--- src/rtl/intc_pkg.sv ---
package intc_pkg;
  localparam int REG_AW = 4;

  typedef enum logic [REG_AW-1:0] {
    ADDR_EN_LO   = 4'h0,
    ADDR_EN_HI   = 4'h1,
    ADDR_ST_LO   = 4'h2,
    ADDR_ST_HI   = 4'h3,
    ADDR_ERR     = 4'h4,
    ADDR_FSEL_LO = 4'h5,
    ADDR_FSEL_HI = 4'h6,
    ADDR_IDX_IRQ = 4'h7,
    ADDR_IDX_FIQ = 4'h8
  } reg_addr_e;

  localparam int GRP_IRQ = 0;
  localparam int GRP_FIQ = 1;
  localparam int N_GRP   = 2;
endpackage

--- src/rtl/intc_sync.sv ---
module intc_sync #(
  parameter int W      = 64,
  parameter int STAGES = 2
) (
  input  logic         clk_i,
  input  logic         rst_ni,
  input  logic [W-1:0] d_i,
  output logic [W-1:0] q_o
);
  logic [W-1:0] stg_q [STAGES];

  for (genvar s = 0; s < STAGES; s++) begin : g_stg
    if (s == 0) begin : g_first
      always_ff @(posedge clk_i or negedge rst_ni)
        if (!rst_ni) stg_q[s] <= '0;
        else         stg_q[s] <= d_i;
    end else begin : g_next
      always_ff @(posedge clk_i or negedge rst_ni)
        if (!rst_ni) stg_q[s] <= '0;
        else         stg_q[s] <= stg_q[s-1];
    end
  end

  assign q_o = stg_q[STAGES-1];
endmodule

--- src/rtl/intc_prio.sv ---
module intc_prio #(
  parameter int N  = 64,
  parameter int IW = $clog2(N)
) (
  input  logic [N-1:0]  req_i,
  input  logic [N-1:0]  err_i,
  output logic          vld_o,
  output logic [IW-1:0] idx_o
);
  logic [N-1:0] hot;
  logic [N-1:0] cand;

  // error-class requests shadow all others
  assign hot  = req_i & err_i;
  assign cand = (|hot) ? hot : req_i;
  assign vld_o = |req_i;

  always_comb begin
    idx_o = '0;
    for (int i = N-1; i >= 0; i--)
      if (cand[i]) idx_o = IW'(i);
  end
endmodule

--- src/rtl/intc_top.sv ---
module intc_top
  import intc_pkg::*;
#(
  parameter int DW          = 32,
  parameter int SYNC_STAGES = 2
) (
  input  logic                clk_i,
  input  logic                rst_ni,
  input  logic [2*DW-1:0]     irq_src_i,
  input  logic                we_i,
  input  logic [REG_AW-1:0]   addr_i,
  input  logic [DW-1:0]       wdata_i,
  output logic [DW-1:0]       rdata_o,
  output logic                irq_o,
  output logic                fiq_o
);
  localparam int NS = 2*DW;
  localparam int IW = $clog2(NS);

  logic [NS-1:0] src_s;
  logic [NS-1:0] en_q, fsel_q;
  logic [DW-1:0] err_q;
  logic [NS-1:0] err_full;
  logic [NS-1:0] grp_pend [N_GRP];
  logic          grp_vld  [N_GRP];
  logic [IW-1:0] grp_idx  [N_GRP];
  logic [NS-1:0] irq_pend, fiq_pend;
  logic          irq_vld, fiq_vld;
  logic [IW-1:0] irq_idx, fiq_idx;
  logic [NS-1:0] status;
  logic [DW-1:0] rd_d;

  intc_sync #(.W(NS), .STAGES(SYNC_STAGES)) i_sync (
    .clk_i (clk_i),
    .rst_ni(rst_ni),
    .d_i   (irq_src_i),
    .q_o   (src_s)
  );

  always_ff @(posedge clk_i or negedge rst_ni) begin
    if (!rst_ni) begin
      en_q   <= '0;
      fsel_q <= '0;
      err_q  <= '0;
    end else if (we_i) begin
      case (addr_i)
        ADDR_EN_LO:   en_q[DW-1:0]    <= wdata_i;
        ADDR_EN_HI:   en_q[NS-1:DW]   <= wdata_i;
        ADDR_ERR:     err_q           <= wdata_i;
        ADDR_FSEL_LO: fsel_q[DW-1:0]  <= wdata_i;
        ADDR_FSEL_HI: fsel_q[NS-1:DW] <= wdata_i;
        default: ;
      endcase
    end
  end

  assign err_full = {err_q, {DW{1'b0}}};
  assign status   = src_s & en_q;
  assign irq_pend = status & ~fsel_q;
  assign fiq_pend = status & fsel_q;

  assign grp_pend[GRP_IRQ] = irq_pend;
  assign grp_pend[GRP_FIQ] = fiq_pend;

  for (genvar g = 0; g < N_GRP; g++) begin : g_grp
    intc_prio #(.N(NS), .IW(IW)) i_prio (
      .req_i(grp_pend[g]),
      .err_i(err_full),
      .vld_o(grp_vld[g]),
      .idx_o(grp_idx[g])
    );
  end

  assign irq_vld = grp_vld[GRP_IRQ];
  assign fiq_vld = grp_vld[GRP_FIQ];
  assign irq_idx = grp_idx[GRP_IRQ];
  assign fiq_idx = grp_idx[GRP_FIQ];

  assign irq_o = |irq_pend;
  assign fiq_o = |fiq_pend;

  always_comb begin
    rd_d = '0;
    case (addr_i)
      ADDR_EN_LO:   rd_d = en_q[DW-1:0];
      ADDR_EN_HI:   rd_d = en_q[NS-1:DW];
      ADDR_ST_LO:   rd_d = status[DW-1:0];
      ADDR_ST_HI:   rd_d = status[NS-1:DW];
      ADDR_ERR:     rd_d = err_q;
      ADDR_FSEL_LO: rd_d = fsel_q[DW-1:0];
      ADDR_FSEL_HI: rd_d = fsel_q[NS-1:DW];
      ADDR_IDX_IRQ: rd_d = {irq_vld, {(DW-1-IW){1'b0}}, irq_vld ? irq_idx : {IW{1'b0}}};
      ADDR_IDX_FIQ: rd_d = {fiq_vld, {(DW-1-IW){1'b0}}, fiq_vld ? fiq_idx : {IW{1'b0}}};
      default:      rd_d = '0;
    endcase
  end

  always_ff @(posedge clk_i or negedge rst_ni)
    if (!rst_ni) rdata_o <= '0;
    else         rdata_o <= rd_d;
endmodule

--- config.mk ---
export PLATFORM = sky130hd
export DESIGN_NAME = intc_top
export DESIGN_NICKNAME = d
export VERILOG_FILES = /design/src/rtl/intc_pkg.sv /design/src/rtl/intc_sync.sv /design/src/rtl/intc_prio.sv /design/src/rtl/intc_top.sv
export SDC_FILE = /design/constraint.sdc
export NUM_CORES = 1
export LEC_CHECK = 0
export CAP_MARGIN = 25
export CORE_AREA = 2 2 218 220
export CTS_CLUSTER_SIZE = 10
export DETAILED_ROUTE_END_ITERATION = 7
export DIE_AREA = 0 0 220 222
export HOLD_SLACK_MARGIN = 0.05
export PLACE_DENSITY = 0.61
export SKIP_CTS_REPAIR_TIMING = 1
export SYNTH_ARGS = -nofsm -noshare
export SYNTH_HDL_FRONTEND = slang
export SYNTH_SLANG_ARGS = --single-unit
--- constraint.sdc ---
create_clock -name clk_i -period 6.95 [get_ports clk_i]
set_input_delay 1.39 -clock clk_i [delete_from_list [all_inputs] [get_ports clk_i]]
set_output_delay 1.39 -clock clk_i [all_outputs]
set_load 0.01 [all_outputs]
# --- After elaboration in Yosys (flattened, before gate mapping) ---
# Index checks and enable logic that the tools add are counted.
op_classes:
  n_eq_ne: 8
  n_mux: 133
  bitwise_logic: 6
  reduce_logical: 10
ops:
  columns: ["cell", "n"]
  rows:
  - ["$mux 6", 130]
  - ["$and 64x64->64", 5]
  - ["$pmux 32 s9", 1]
  - ["$reduce_or 64->1", 4]
  - ["$mux 64", 2]
  - ["$not 64->64", 1]
  - ["$eq 4x3->1 const B", 4]
  - ["$reduce_and 2->1", 5]
  - ["$eq 4x2->1 const B", 2]
  - ["$eq 4x1->1 const B", 1]
  - ["$eq 4x4->1 const B", 1]
  - ["$logic_not 4->1", 1]
totals:
  ff_bits: 320
  in_bits: 103
  word_cells: 165

# --- Logic depth before layout (Yosys ltp) ---
logic_depth:
  depth_word: 71
  depth_mapped: 12
  depth_no_buf: 9

# --- By module ---
# From an unflattened synthesis, not the netlist that was laid out.
unflattened:
  cells_unflattened: 1574
  area_unflattened_um2: 16644.7
modules_own_cells:
  columns: ["mod", "n_inst", "cells_each", "area_each_um2", "seq_area_each_um2"]
  rows:
  - ["intc_top", 1, 840, 9605.5, 4804.6]
  - ["intc_sync", 1, 192, 3683.5, 3203.1]
  - ["intc_prio", 2, 271, 1677.9, 0.0]

# --- Least setup slack after synthesis ---
# No wires, ideal clock.
synth_path:
  path_kind: "in2reg"
  startpoint: "in addr_i[2]"
  endpoint: "reg fsel_q[10]"
  setup_time_ns: 0.125
  arrival_time_ns: 3.103
  required_time_ns: 6.825
  setup_slack_ns: 3.722
  cell_stages: 7
  n_path_buf: 4
  path_cell_list: "clkbuf_1 > nor2b_1 > clkbuf_1 > and4b_1 > clkbuf_1 > buf_1 > mux2_2"
synth_between:
  elab_chain_len: 2
synth_lines:
  columns: ["item", "line", "source"]
  rows:
  - ["from (decl)", "intc_top.sv:11", "input logic [REG_AW-1:0] addr_i,"]
  - ["$eq 4x3->1", "intc_top.sv:46", "case (addr_i)"]
  - ["$reduce_and 2->1 (no source line)", null, null]
  - ["to (signal, indexed assignment)", "intc_top.sv:50", "ADDR_FSEL_LO: fsel_q[DW-1:0] <= wdata_i;"]
  - ["to (signal, indexed assignment)", "intc_top.sv:51", "ADDR_FSEL_HI: fsel_q[NS-1:DW] <= wdata_i;"]
  - ["to (decl)", "intc_top.sv:21", "logic [NS-1:0] en_q, fsel_q;"]
# Every way passes these cells.
# A chain may end at the register's enable or synchronous reset.

# --- Worst setup path in the final report ---
layout_path:
  startpoint: "reg en_q[21]"
  endpoint: "out fiq_o"
layout_between:
  elab_chain_len: 3
layout_lines:
  columns: ["item", "line", "source"]
  rows:
  - ["from (decl)", "intc_top.sv:21", null]
  - ["from (signal, indexed assignment)", "intc_top.sv:47", "ADDR_EN_LO: en_q[DW-1:0] <= wdata_i;"]
  - ["from (signal, indexed assignment)", "intc_top.sv:48", "ADDR_EN_HI: en_q[NS-1:DW] <= wdata_i;"]
  - ["$and 64x64->64", "intc_top.sv:58", "assign status = src_s & en_q;"]
  - ["$and 64x64->64", "intc_top.sv:60", "assign fiq_pend = status & fsel_q;"]
  - ["$reduce_or 64->1", "intc_top.sv:80", "assign fiq_o = |fiq_pend;"]
  - ["to (decl)", "intc_top.sv:15", "output logic fiq_o"]
# Every way passes these cells.

==> results by stage <==
Detailed routing:
- The first TritonRoute pass finished after 5 iterations.
- The final route contains 13478 vias.
- The violation count after the first detailed-route iteration is 1352.
- For this block, the routed nets add up to 63800 um of wire.
- The number of nets with antenna violations after routing is 0.
- In the routed design, unresolved DRC markers number 0.
- The wire length per cell is 28.5 um.
- The ratio of routed vias to standard cells is 6.01.

Synthesis:
- The xor and xnor area share after synthesis is 0.
- Of the total synthesized cell area, the portion taken by full adders, half adders and majority gates is 0.
- Yosys attributes the largest share of cell area to sky130_fd_sc_hd__dfrtp_1, sky130_fd_sc_hd__mux2_2, sky130_fd_sc_hd__o21ai_0.
- The synthesized-area fraction occupied by ao, oa, aoi and oai cells is 0.175.
- The part of the Yosys area used for sequential elements is 0.498.
- The main flop type after synthesis is sky130_fd_sc_hd__dfrtp_1.
- The most frequently used cell type in the post-synthesis netlist is sky130_fd_sc_hd__dfrtp_1.
- After synthesis, the largest family of logic cells by area is compound AO/OA/AOI/OAI gates.
- The total of warnings raised by yosys is 0.
- The synthesized flop and latch total is 320.
- In the synthesized netlist, the cells that appear most often are sky130_fd_sc_hd__dfrtp_1, sky130_fd_sc_hd__mux2_2, sky130_fd_sc_hd__nand2_1, sky130_fd_sc_hd__o21ai_0, sky130_fd_sc_hd__a21oi_1.
- sky130_fd_sc_hd__dfrtp_1 takes more of the synthesized area than any other cell.
- Yosys mapped the design onto 82 distinct sky130hd cell types.
- The summed instance area of the synthesized netlist is 16100 um2.
- The synthesized design contains 0 enable-type register cells.
- The share of synthesized area in the top cell type comes to 0.498.
- The net count after synthesis is 1586.
- Each instance of the synthesized netlist takes up on average 10.8 um2.
- For this run, asynchronously set or reset flops after synthesis account for 1.00.
- The synthesized netlist cell count is 1483.
- The portion of netlist area occupied by mux cells is 0.132.
- The area fraction in and, or, nand and nor cells after synthesis is 0.167.

Clock tree:
- The CTS tree is built.
- In this run the deepest clock path goes through 3 buffers.
- Clock tree synthesis inserted a total of 39 buffers.
- For the worst-skew pair, the clock arrives at the later sink with an insertion delay of 560 ps.
- The CTS sink count is 320.
- In this run the clock root is driven by a sky130_fd_sc_hd__clkbuf_16.
- The level count of the clock H-tree is 2.
- Clock-pin slew was measured on the worst setup and hold paths at 50 ps.

STA:
- The time the final worst path needs with I/O delays and setup is 4990 ps.
- Setup repair after global routing left no endpoint under its margin.
- Of the available clock period, the critical path in the final layout requires 0.718.
- In this run the tightest slew margin relative to its limit is 0.164.
- At the pin with the least slew margin, the transition time is 1250 ps.
- The maximum clock skew at final layout is 29.6 ps.
- Based on the critical path, the design can be clocked at up to 201 MHz.
- Adding up every negative setup slack in the final design gives 0 ps.
- Across all hold checks on the routed design, the worst slack comes to 337 ps.
- The final hold violation count is 0.
- The number of max-slew violations in the final report was 0.
- The final count of negative-setup-slack endpoints is 0.

Floorplan:
- The horizontal die dimension is 220 um.
- The floorplan step defined a core boundary enclosing 46300 um2.
- Row generation in the floorplan step produced 79 rows.
- For this configuration, the core starts out at a cell density of 0.348.
- The die is 222 um tall.
- The die covers 48800 um2.
- During I/O placement, the number of pins put on the boundary was 137.

Setup path:
- The critical path data required time is 5560 ps.
- The worst register-to-register path ends at rdata_o[1]$_DFF_PN0_.
- Tracing the worst setup path back leads to its startpoint at en_q[21]$_DFFE_PN0P_.
- For flop-to-flop paths, the worst setup slack is 2680 ps.
- Traced cell by cell, the critical path runs through nand3_1 > nand4_1 > or3_1 > or3_1 > or2_2 > clkdlybuf4s50_1.
- The critical path class is register to output port.
- The master of the slowest instance on the critical path is sky130_fd_sc_hd__or3_1.
- The kind of launch point of the worst setup path is a register.
- Counting cells, the worst reg-to-reg path comes to 10.
- The maximum fanout along the worst path is 5.
- STA classifies the critical path endpoint as an output port.
- In this run the critical register-to-register path is launched from fsel_q[37]$_DFFE_PN0P_.
- The largest stage delay on the critical path is 520 ps.
- Counting stages on the worst path, the most repeated cell is sky130_fd_sc_hd__or3_1.
- The critical path ends at fiq_o.
- STA puts the critical path data arrival time at 3600 ps.

Final layout:
- The net count of the finished layout is 1724.
- Of the cells placed in the final design, the portion with a size suffix greater than 1 is 0.175.
- The multi-input combinational cells in the finished layout cover a total of 7650 um2.
- The number of filler instances in the final layout is 4470.
- The area growth from synthesis to layout is 19.6%.
- The area taken by flip-flops and latches is 8010 um2.

Global routing:
- The initial antenna violation count is 0.
- Summed over all layers, the global routing overflow is 0.
- The first global-routing pass estimated 93400 um of wire.
- Entering global routing, the biggest net connects 150 pins.
- The number of global-route vias before repair is 13287.
- Across every metal layer, demand over resource in global routing totals 0.263.

Pwr:
- The clock share of power is 0.284.
- The internal power component is 0.00401 W.
- The cell leakage power is 8.25 nW.
- For this design the total switching power over the nets is 0.00242 W.
- The portion of total power attributed to combinational logic is 0.318.
- The peak supply drop is 170 uV.
- The switching part of the total is 0.376.
- In this run the power density over the cells is 334 nW/um2.
- The portion of total power attributed to sequential cells is 0.398.

Hold path:
- The type of the most critical hold path is register to register.

Placed design:
- The number of port buffers is 136.
- Routability-driven placement finished with a final weighted congestion of 0.973.
- The estimated wirelength of the detail-placed design is 48900 um.

Flow run:
- The max-cap check violation count is 0.

Outcome:
- The run finished with clean final reports.
[how the worst min path moves through the flow]
stage,to,slack (ps),start,cells past startpoint
after floorplan,i_sync.q_o[0]$_DFF_PN0_,330,i_sync.stg_q[64]$_DFF_PN0_,0
after global placement,i_sync.q_o[15]$_DFF_PN0_,330,i_sync.stg_q[79]$_DFF_PN0_,0
after detailed placement,i_sync.q_o[19]$_DFF_PN0_,330,i_sync.stg_q[83]$_DFF_PN0_,0
after CTS,i_sync.q_o[26]$_DFF_PN0_,340,i_sync.stg_q[90]$_DFF_PN0_,0
after global routing,i_sync.q_o[38]$_DFF_PN0_,340,i_sync.stg_q[102]$_DFF_PN0_,0
final,i_sync.q_o[38]$_DFF_PN0_,340,i_sync.stg_q[102]$_DFF_PN0_,0
[through the flow]
step	instances	util	setup slack, ps	cell area, um2	power (W)
after floorplan	1483	-	3720	16100	0.00371
after global placement	2186	0.391	2050	18100	0.00458
after detailed placement	2186	0.391	1930	18100	0.00457
after CTS	2239	0.415	1940	19200	0.00642
after global routing	2240	0.416	1910	19200	0.00671
final	2241	0.416	1960	19200	0.00643
[final cells by class]
type / count / area share
Sequential cell: 320 / 0.416
Timing Repair Buffer: 156 / 0.0809
Clock buffer: 48 / 0.0536
Antenna cell: 1 / 0.000130
Tap cell: 607 / 0.0395
Clock inverter: 5 / 0.00351
Multi-Input combinational cell: 1060 / 0.397
Inverter: 44 / 0.00859
[per-layer routing]
metal  GRT usage  vias to the layer above  share of wire  routed length [um]
li1            -                     5908              -                   -
met1       0.376                     6986           0.45               28900
met2       0.421                      497           0.47               29900
met3      0.0299                       87          0.055                3480
met4      0.0701                        0          0.024                1540
met5           0                        -              0                   0
[registers in the layout, summed over array words and instances, names as in the netlist]
signal and cells:
en_q 64, i_sync.stg_q 64, err_q 32, fsel_q 64, rdata_o 32, i_sync.q_o 64
[power groups by stage]
stage,registers [W],logic (W),clock network (W)
after floorplan,0.00242,0.00129,0
after global placement,0.00256,0.00202,0
after detailed placement,0.00257,0.00200,0
after CTS,0.00254,0.00201,0.00187
after global routing,0.00260,0.00216,0.00195
final,0.00256,0.00205,0.00183
[critical path: cells and delay by family, from the launching register on]
family | cells | cell delay, ps
AND/OR/NAND/NOR | 5 | 2150
buffers and inverters | 1 | 480
flip-flops | 1 | 400
[kinds of logic (layout without fill, tap and decap cells)]
| logic type | Yosys count | in the layout |
|---|---|---|
| other | 0 | 1 |
| multiplexers | 192 | 192 |
| AND/OR/NAND/NOR | 458 | 458 |
| AO/OA/AOI/OAI | 410 | 410 |
| flip-flops | 320 | 320 |
| buffers and inverters | 103 | 253 |
[placed cells by master (no fill, tap or decap), types with 12 or more instances in the layout]
cell	n
sky130_fd_sc_hd__nor4_1	14
sky130_fd_sc_hd__nand4b_1	28
sky130_fd_sc_hd__mux2_2	161
sky130_fd_sc_hd__o21ai_0	98
sky130_fd_sc_hd__nand3b_1	42
sky130_fd_sc_hd__nand4_1	45
sky130_fd_sc_hd__a22oi_1	30
sky130_fd_sc_hd__dfrtp_1	320
sky130_fd_sc_hd__and3_1	22
sky130_fd_sc_hd__nor3_1	15
sky130_fd_sc_hd__nor2_1	43
sky130_fd_sc_hd__inv_1	43
sky130_fd_sc_hd__clkbuf_16	40
sky130_fd_sc_hd__clkdlybuf4s50_1	134
sky130_fd_sc_hd__or2_2	16
sky130_fd_sc_hd__nand3_1	64
sky130_fd_sc_hd__mux2i_1	31
sky130_fd_sc_hd__nand2_1	101
sky130_fd_sc_hd__a21o_1	45
sky130_fd_sc_hd__o22ai_1	20
sky130_fd_sc_hd__buf_4	17
sky130_fd_sc_hd__a21oi_1	82
sky130_fd_sc_hd__o2111ai_1	21
sky130_fd_sc_hd__o211ai_1	12
Note: power is estimated with default switching activity, not from simulation.
